**src/rtl/sfd_pkg.sv**
```systemverilog
package sfd_pkg;

    localparam int BYTE_W      = 8;
    localparam int FRAME_BYTES = 3;
    localparam int FRAME_BITS  = BYTE_W * FRAME_BYTES;
    localparam int ADDR_W      = 2;
    localparam int CNT_W       = $clog2(FRAME_BITS + 1) + 1;
    localparam int LSB_W       = $clog2(BYTE_W);

    localparam logic [BYTE_W-1:0] ID_VALUE   = 8'h50;
    localparam logic [3:0]        OPC_READ   = 4'b1011;
    localparam logic [3:0]        OPC_WRITE  = 4'b1100;
    localparam logic [ADDR_W-1:0] ADDR_WIPER = 2'b00;
    localparam logic [ADDR_W-1:0] ADDR_CTRL  = 2'b10;

    typedef enum logic [1:0] {
        ACC_NONE  = 2'd0,
        ACC_READ  = 2'd1,
        ACC_WRITE = 2'd2
    } access_e;

    typedef struct packed {
        access_e           kind;
        logic [ADDR_W-1:0] addr;
    } cmd_t;

    function automatic logic id_ok(input logic [BYTE_W-1:0] b);
        return b == ID_VALUE;
    endfunction

    function automatic cmd_t decode_cmd(input logic [BYTE_W-1:0] b);
        cmd_t c;
        c.addr = b[ADDR_W-1:0];
        c.kind = ACC_NONE;
        if (b[3:2] == 2'b00 && (c.addr == ADDR_WIPER || c.addr == ADDR_CTRL)) begin
            if (b[7:4] == OPC_READ)       c.kind = ACC_READ;
            else if (b[7:4] == OPC_WRITE) c.kind = ACC_WRITE;
        end
        return c;
    endfunction

endpackage

```
**src/rtl/sfd_sync.sv**
```systemverilog
module sfd_sync #(
    parameter int              STAGES  = 2,
    parameter int              W       = 3,
    parameter logic [W-1:0]    RST_VAL = '0
) (
    input  logic         clk,
    input  logic         rst,
    input  logic [W-1:0] din,
    output logic [W-1:0] level
);

    for (genvar s = 0; s < STAGES; s++) begin : g_stg
        logic [W-1:0] q;
        if (s == 0) begin : g_first
            always_ff @(posedge clk) begin
                if (rst) q <= RST_VAL;
                else     q <= din;
            end
        end else begin : g_next
            always_ff @(posedge clk) begin
                if (rst) q <= RST_VAL;
                else     q <= g_stg[s-1].q;
            end
        end
    end

    assign level = g_stg[STAGES-1].q;

endmodule

```
**src/rtl/sfd_edge.sv**
```systemverilog
module sfd_edge #(
    parameter int           W       = 2,
    parameter logic [W-1:0] RST_VAL = '0
) (
    input  logic         clk,
    input  logic         rst,
    input  logic [W-1:0] lvl,
    output logic [W-1:0] rise,
    output logic [W-1:0] fall
);

    logic [W-1:0] prev;

    always_ff @(posedge clk) begin
        if (rst) prev <= RST_VAL;
        else     prev <= lvl;
    end

    assign rise = lvl & ~prev;
    assign fall = ~lvl & prev;

endmodule

```
**src/rtl/sfd_rx.sv**
```systemverilog
module sfd_rx
    import sfd_pkg::*;
(
    input  logic              clk,
    input  logic              rst,
    input  logic              cs_low,
    input  logic              cs_fall,
    input  logic              sck_rise,
    input  logic              mosi,
    output logic [CNT_W-1:0]  bit_cnt,
    output logic [BYTE_W-1:0] rx_byte,
    output logic              byte_strobe
);

    localparam logic [CNT_W-1:0] CNT_MAX  = '1;
    localparam logic [CNT_W-1:0] CNT_LAST = CNT_W'(FRAME_BITS);
    localparam logic [LSB_W-1:0] BIT_TOP  = '1;

    always_ff @(posedge clk) begin
        if (rst || cs_fall) begin
            bit_cnt     <= '0;
            rx_byte     <= '0;
            byte_strobe <= 1'b0;
        end else begin
            byte_strobe <= 1'b0;
            if (cs_low && sck_rise) begin
                rx_byte <= {rx_byte[BYTE_W-2:0], mosi};
                if (bit_cnt != CNT_MAX) bit_cnt <= bit_cnt + 1'b1;
                if (bit_cnt[LSB_W-1:0] == BIT_TOP && bit_cnt < CNT_LAST)
                    byte_strobe <= 1'b1;
            end
        end
    end

    AST_CNT_CLEARED: assert property (@(posedge clk) disable iff (rst)
        cs_fall |=> (bit_cnt == '0));
    AST_STROBE_ON_BOUNDARY: assert property (@(posedge clk) disable iff (rst)
        byte_strobe |-> (bit_cnt[LSB_W-1:0] == '0 && bit_cnt != '0 && bit_cnt <= CNT_LAST));

endmodule

```
**src/rtl/sfd_ctrl.sv**
```systemverilog
module sfd_ctrl
    import sfd_pkg::*;
(
    input  logic              clk,
    input  logic              rst,
    input  logic              cs_low,
    input  logic              cs_fall,
    input  logic              cs_rise,
    input  logic              sck_fall,
    input  logic [CNT_W-1:0]  bit_cnt,
    input  logic [BYTE_W-1:0] rx_byte,
    input  logic              byte_strobe,
    input  logic [BYTE_W-1:0] reg_rdata,
    output logic [ADDR_W-1:0] reg_addr,
    output logic              reg_wr,
    output logic [BYTE_W-1:0] reg_wdata,
    output logic              frame_end,
    output logic              miso
);

    localparam logic [CNT_W-1:0] CNT_ID   = CNT_W'(BYTE_W);
    localparam logic [CNT_W-1:0] CNT_CMD  = CNT_W'(2 * BYTE_W);
    localparam logic [CNT_W-1:0] CNT_DATA = CNT_W'(FRAME_BITS);
    localparam logic [CNT_W-1:0] RD_FIRST = CNT_W'(2 * BYTE_W);
    localparam logic [CNT_W-1:0] RD_LAST  = CNT_W'(FRAME_BITS - 1);

    logic              reject;
    cmd_t              cmd;
    cmd_t              cmd_dec;
    logic [BYTE_W-1:0] wdata;
    logic [BYTE_W-1:0] tx;
    logic [BYTE_W-1:0] tx_src;
    logic [LSB_W-1:0]  tx_sel;
    logic              in_rd_byte;

    assign cmd_dec    = decode_cmd(rx_byte);
    assign in_rd_byte = (bit_cnt >= RD_FIRST) && (bit_cnt <= RD_LAST);
    assign tx_src     = (bit_cnt == RD_FIRST) ? reg_rdata : tx;
    assign tx_sel     = ~bit_cnt[LSB_W-1:0];

    always_ff @(posedge clk) begin
        if (rst) begin
            reject    <= 1'b0;
            cmd       <= '{kind: ACC_NONE, addr: '0};
            wdata     <= '0;
            tx        <= '0;
            miso      <= 1'b0;
            reg_wr    <= 1'b0;
            frame_end <= 1'b0;
        end else begin
            reg_wr    <= 1'b0;
            frame_end <= 1'b0;
            if (cs_fall) begin
                reject <= 1'b0;
                cmd    <= '{kind: ACC_NONE, addr: '0};
                miso   <= 1'b0;
            end else begin
                if (byte_strobe) begin
                    if (bit_cnt == CNT_ID) begin
                        if (!id_ok(rx_byte)) reject <= 1'b1;
                    end else if (bit_cnt == CNT_CMD) begin
                        if (!reject) begin
                            cmd <= cmd_dec;
                            if (cmd_dec.kind == ACC_NONE) reject <= 1'b1;
                        end
                    end else if (bit_cnt == CNT_DATA) begin
                        wdata <= rx_byte;
                    end
                end
                if (sck_fall) begin
                    if (!reject && cmd.kind == ACC_READ && in_rd_byte) begin
                        if (bit_cnt == RD_FIRST) tx <= reg_rdata;
                        miso <= tx_src[tx_sel];
                    end else begin
                        miso <= 1'b0;
                    end
                end
                if (!cs_low) miso <= 1'b0;
                if (cs_rise) begin
                    frame_end <= 1'b1;
                    if (!reject && cmd.kind == ACC_WRITE && bit_cnt == CNT_DATA)
                        reg_wr <= 1'b1;
                end
            end
        end
    end

    assign reg_addr  = cmd.addr;
    assign reg_wdata = wdata;

    AST_WR_AT_FRAME_END: assert property (@(posedge clk) disable iff (rst)
        reg_wr |-> frame_end);
    AST_WR_SINGLE: assert property (@(posedge clk) disable iff (rst)
        reg_wr |=> !reg_wr);
    AST_WR_LEGAL_ADDR: assert property (@(posedge clk) disable iff (rst)
        reg_wr |-> (reg_addr == ADDR_WIPER || reg_addr == ADDR_CTRL));
    AST_END_PULSE: assert property (@(posedge clk) disable iff (rst)
        frame_end |=> !frame_end);
    AST_MISO_IDLE_LOW: assert property (@(posedge clk) disable iff (rst)
        !cs_low |=> !miso);
    AST_MISO_QUIET_EARLY: assert property (@(posedge clk) disable iff (rst)
        (cs_low && bit_cnt < RD_FIRST) |=> !miso);

endmodule

```
**src/rtl/spi_frame_decoder.sv**
```systemverilog
module spi_frame_decoder
    import sfd_pkg::*;
#(
    parameter int SYNC_STAGES = 2
) (
    input  logic              clk,
    input  logic              rst,
    input  logic              spi_sck,
    input  logic              spi_cs_n,
    input  logic              spi_mosi,
    output logic              spi_miso,
    output logic [ADDR_W-1:0] reg_addr,
    output logic              reg_wr,
    output logic [BYTE_W-1:0] reg_wdata,
    input  logic [BYTE_W-1:0] reg_rdata,
    output logic              frame_end
);

    localparam int PIN_W = 3;

    logic [PIN_W-1:0]  pins_s;
    logic [1:0]        ev_rise;
    logic [1:0]        ev_fall;
    logic              cs_n_s;
    logic              sck_s;
    logic              mosi_s;
    logic              cs_low;
    logic [CNT_W-1:0]  bit_cnt;
    logic [BYTE_W-1:0] rx_byte;
    logic              byte_strobe;

    sfd_sync #(
        .STAGES (SYNC_STAGES),
        .W      (PIN_W),
        .RST_VAL(3'b100)
    ) u_sync (
        .clk  (clk),
        .rst  (rst),
        .din  ({spi_cs_n, spi_sck, spi_mosi}),
        .level(pins_s)
    );

    assign {cs_n_s, sck_s, mosi_s} = pins_s;
    assign cs_low = ~cs_n_s;

    sfd_edge #(
        .W      (2),
        .RST_VAL(2'b10)
    ) u_edge (
        .clk (clk),
        .rst (rst),
        .lvl ({cs_n_s, sck_s}),
        .rise(ev_rise),
        .fall(ev_fall)
    );

    sfd_rx u_rx (
        .clk        (clk),
        .rst        (rst),
        .cs_low     (cs_low),
        .cs_fall    (ev_fall[1]),
        .sck_rise   (ev_rise[0]),
        .mosi       (mosi_s),
        .bit_cnt    (bit_cnt),
        .rx_byte    (rx_byte),
        .byte_strobe(byte_strobe)
    );

    sfd_ctrl u_ctrl (
        .clk        (clk),
        .rst        (rst),
        .cs_low     (cs_low),
        .cs_fall    (ev_fall[1]),
        .cs_rise    (ev_rise[1]),
        .sck_fall   (ev_fall[0]),
        .bit_cnt    (bit_cnt),
        .rx_byte    (rx_byte),
        .byte_strobe(byte_strobe),
        .reg_rdata  (reg_rdata),
        .reg_addr   (reg_addr),
        .reg_wr     (reg_wr),
        .reg_wdata  (reg_wdata),
        .frame_end  (frame_end),
        .miso       (spi_miso)
    );

endmodule

```
**config.mk**
```make
export PLATFORM = sky130hd
export DESIGN_NAME = spi_frame_decoder
export DESIGN_NICKNAME = d
export VERILOG_FILES = /design/src/rtl/sfd_pkg.sv /design/src/rtl/sfd_sync.sv /design/src/rtl/sfd_edge.sv /design/src/rtl/sfd_rx.sv /design/src/rtl/sfd_ctrl.sv /design/src/rtl/spi_frame_decoder.sv
export SDC_FILE = /design/constraint.sdc
export NUM_CORES = 1
export LEC_CHECK = 0
export BUFFER_PORTS_ARGS = -buffer_cell sky130_fd_sc_hd__buf_2
export CAP_MARGIN = 15
export CORE_AREA = 2 2 64 66
export DETAILED_ROUTE_END_ITERATION = 10
export DIE_AREA = 0 0 66 68
export PLACE_DENSITY = 0.79
export SYNTH_ARGS = -nofsm -noshare
export SYNTH_HDL_FRONTEND = slang
export SYNTH_SLANG_ARGS = --single-unit
```
**constraint.sdc**
```tcl
create_clock -name clk -period 2.4 [get_ports clk]
set_input_delay 0.24 -clock clk [delete_from_list [all_inputs] [get_ports clk]]
set_output_delay 0.24 -clock clk [all_outputs]
set_load 0.01 [all_outputs]
```
==> metrics.yaml <==
placement:
  portBuffers: 25
  dp.cells: 271
  gp_congestion: 0.941
  dp_hpwl_um: 2530
  dp_slack_ns: 0.357
power:
  p_leak_nw: 1.01
  power_mw: 1.51
  peakVddDrop_v: 0.000437
  p_per_area_nw_per_um2: 661
setup_path:
  worstPathArrival_ns: 2.27
  worstSetupPathType: "reg2reg"
  endpoint_kind: "register"
  start_kind: "register"
  cp_max_fo: 10
  required_ns: 2.58
grt:
  grt_pass1_wl_um: 5760
  grt_overflow_total: 0
  grt_start_max_net_pins: 28
  first_global_vias: 1244
  antenna_found_initial: 0
  grt_usage_pct: 17.2
timing:
  hold_viol: 0
  maxSlewViolCount: 0
  finalCritPeriodShare_pct: 87.1
  relSlewSlack_pct: 49.6
  setup_viol: 0
  rsz0062_at_grt: "no"
  skew_ns: 0.00713
  min_period_ns: 2.09
  fin_ws_ns: 0.309
  holdWs_ns: 0.118
  max_freq_ghz: 0.478
  fin_tns_setup_ns: 0
  tightest_slew_ns: 0.756
synth:
  synth_mux_area_share_pct: 15.3
  synthesis.area_um2: 2040
  ys_ff_latch: 47
  synth_top_family_by_area: "simple AND/OR/NAND/NOR gates"
  yosysSeqAreaShare_pct: 46.1
  synth.distinct_cells: 43
  syn_inst: 207
  yosys.area_share.xor_xnor_pct: 2.14
  synthArstFlopShare_pct: 0
  ys.flop_type: "dfxtp_1"
  synthAdderAreaFrac_pct: 1.84
  synth.avg_cell_area_um2: 9.86
  yosysWarningCount: 0
  yosys.area_share.simple_pct: 24.3
  synth_enable_flop_cells: 0
  syn_nets: 223
  synth-compound-area-share_pct: 5.02
floorplan:
  dieArea_um2: 4490
  rows: 23
  chipHeight_um: 68
  initial_core_util_pct: 53.0
  pin_count: 26
  die_x_um: 66
  core_um2: 3860
flow_run:
  cap_violations: 0
clocking:
  cts-resized-gates: 0
  hold_buffers: 0
  clkTransAtPathRegs_ns: 0.08
  htree_levels: 2
  cts_root_buffer: "clkbuf_8"
  cts_tree: "yes"
  cts_num_sinks: 47
  clock_latency_ns: 0.30
  cts_inserted_buffers: 5
  post_cts_buffers: 0
  clock_path_buffers: 2
routing:
  final_antenna_net_count: 0
  routed_wl_um: 3620
  drc: 0
  viasPerCell: 5.23
  post_drt_wl_per_cell_um: 13.0
  num_vias: 1459
  drt_iter0_markers: 42
  first_pass_iters: 4
cells_and_area:
  diodes: 0
  drive_gt1_share_pct: 18.3
  area_growth_pct: 12.2
  fin_nets: 244
  fin_cells: 279
worst_hold_path:
  hold_class: "in2reg"
run_status:
  status: "finished, final reports clean"
cells by family (layout without fill, tap and decap cells):
family | count (synthesis) | after routing
XOR/XNOR | 5 | 5
multiplexers | 30 | 30
buffers and inverters | 17 | 39
flip-flops | 47 | 47
AND/OR/NAND/NOR | 90 | 90
AO/OA/AOI/OAI | 15 | 15
adder cells (fa/ha/maj) | 3 | 3
worst max-delay path, cell delays in order, from the launching register on:
cell	delay, ns
dfxtp_1	0.42
inv_1	0.10
ha_1	0.17
nand4bb_1	0.19
or4b_1	0.79
mux2i_1	0.23
nor2_1	0.05
registers in the layout, indices dropped and copies added (netlist names), 3 cells and up:
register and cells:
u_ctrl.reg_wdata 8, u_ctrl.tx 8, u_rx.bit_cnt 6, u_rx.rx_byte 8
u_sync.g_stg.q 3, u_sync.level 3
layout make-up:
type,instances,area (um2)
inverter,4,15.0
multi-input combinational,143,992
clock buffer,5,68.8
fill,351,1570
sequential,47,941
clock inverter,3,71.3
timing repair buffer,27,140
tap,50,62.6
cells in the mapped netlist (all sizes together) (2+ instances only):
master   n  area, um2
o21ai    2       10.0
nor4b    2       32.5
xor2     4       35.0
nor3     6       30.0
mux2i   29        290
nand2b   5       31.3
ha       3       37.5
nand2    7       26.3
nor2b    5       31.3
nor3b    6       56.3
or2      4       25.0
nand3    3       15.0
clkbuf   3       11.3
inv      4       15.0
buf      9       73.8
nand3b   2       15.0
nor2    38        143
and3     4       25.0
a21oi    5       25.0
nand4    2       12.5
nand4b   2       17.5
dfxtp   47        941
path summary, 6_finish.rpt:
path         slack (ns)                       startpoint  cells past startpoint                         endpoint
min reg2reg        0.42  u_sync.g_stg[0].q[2]$_SDFF_PP1_                      1       u_sync.level[2]$_SDFF_PP1_
min                0.12                         spi_cs_n                      2  u_sync.g_stg[0].q[2]$_SDFF_PP1_
max reg2reg        0.31     u_rx.bit_cnt[0]$_SDFFE_PP0P_                      6        u_ctrl.tx[6]$_SDFFE_PP0P_
max                0.31     u_rx.bit_cnt[0]$_SDFFE_PP0P_                      6        u_ctrl.tx[6]$_SDFFE_PP0P_
per-stage QoR:
stage / util (%) / instance area [um2]
after floorplan: - / 2040
after global placement: 55.8 / 2150
after detailed placement: 55.8 / 2150
after CTS: 59.4 / 2290
after global routing: 59.4 / 2290
final: 59.4 / 2290
cells in the final DEF (no fill, tap or decap), types with 2 or more instances in the layout:
cell and instances:
dfxtp_1 47, nor2_1 38, mux2i_1 29, buf_2 25
nand2_1 7, nor3_1 6, nand2b_1 5, nor2b_1 5
nor3b_1 5, a21oi_1 5, clkbuf_8 5, inv_1 4
and3_1 4, xor2_1 4, nand3_1 3, or2_2 3
ha_1 3, nand4b_1 2, nand4_1 2, nand3b_1 2
o21ai_0 2, bufinv_16 2, buf_4 2
routing by layer:
metal,vias to the layer above,wire [um],track usage [%],part of all wire [%]
li1,749,-,-,-
met1,674,1820,23.2,50
met2,28,1570,25.8,43
met3,8,150,4.61,4.1
met4,0,78,7.91,2.2
met5,-,0,0,0
power breakdown:
part | switching, mW | leakage [nW] | internal, mW | total [mW]
Sequential | 0.00296 | 0.380 | 0.785 | 0.788
Combinational | 0.0200 | 0.562 | 0.0144 | 0.0344
Clock | 0.270 | 0.0703 | 0.422 | 0.692
Total | 0.293 | 1.01 | 1.22 | 1.51
Power figures use the tool's default switching activity.
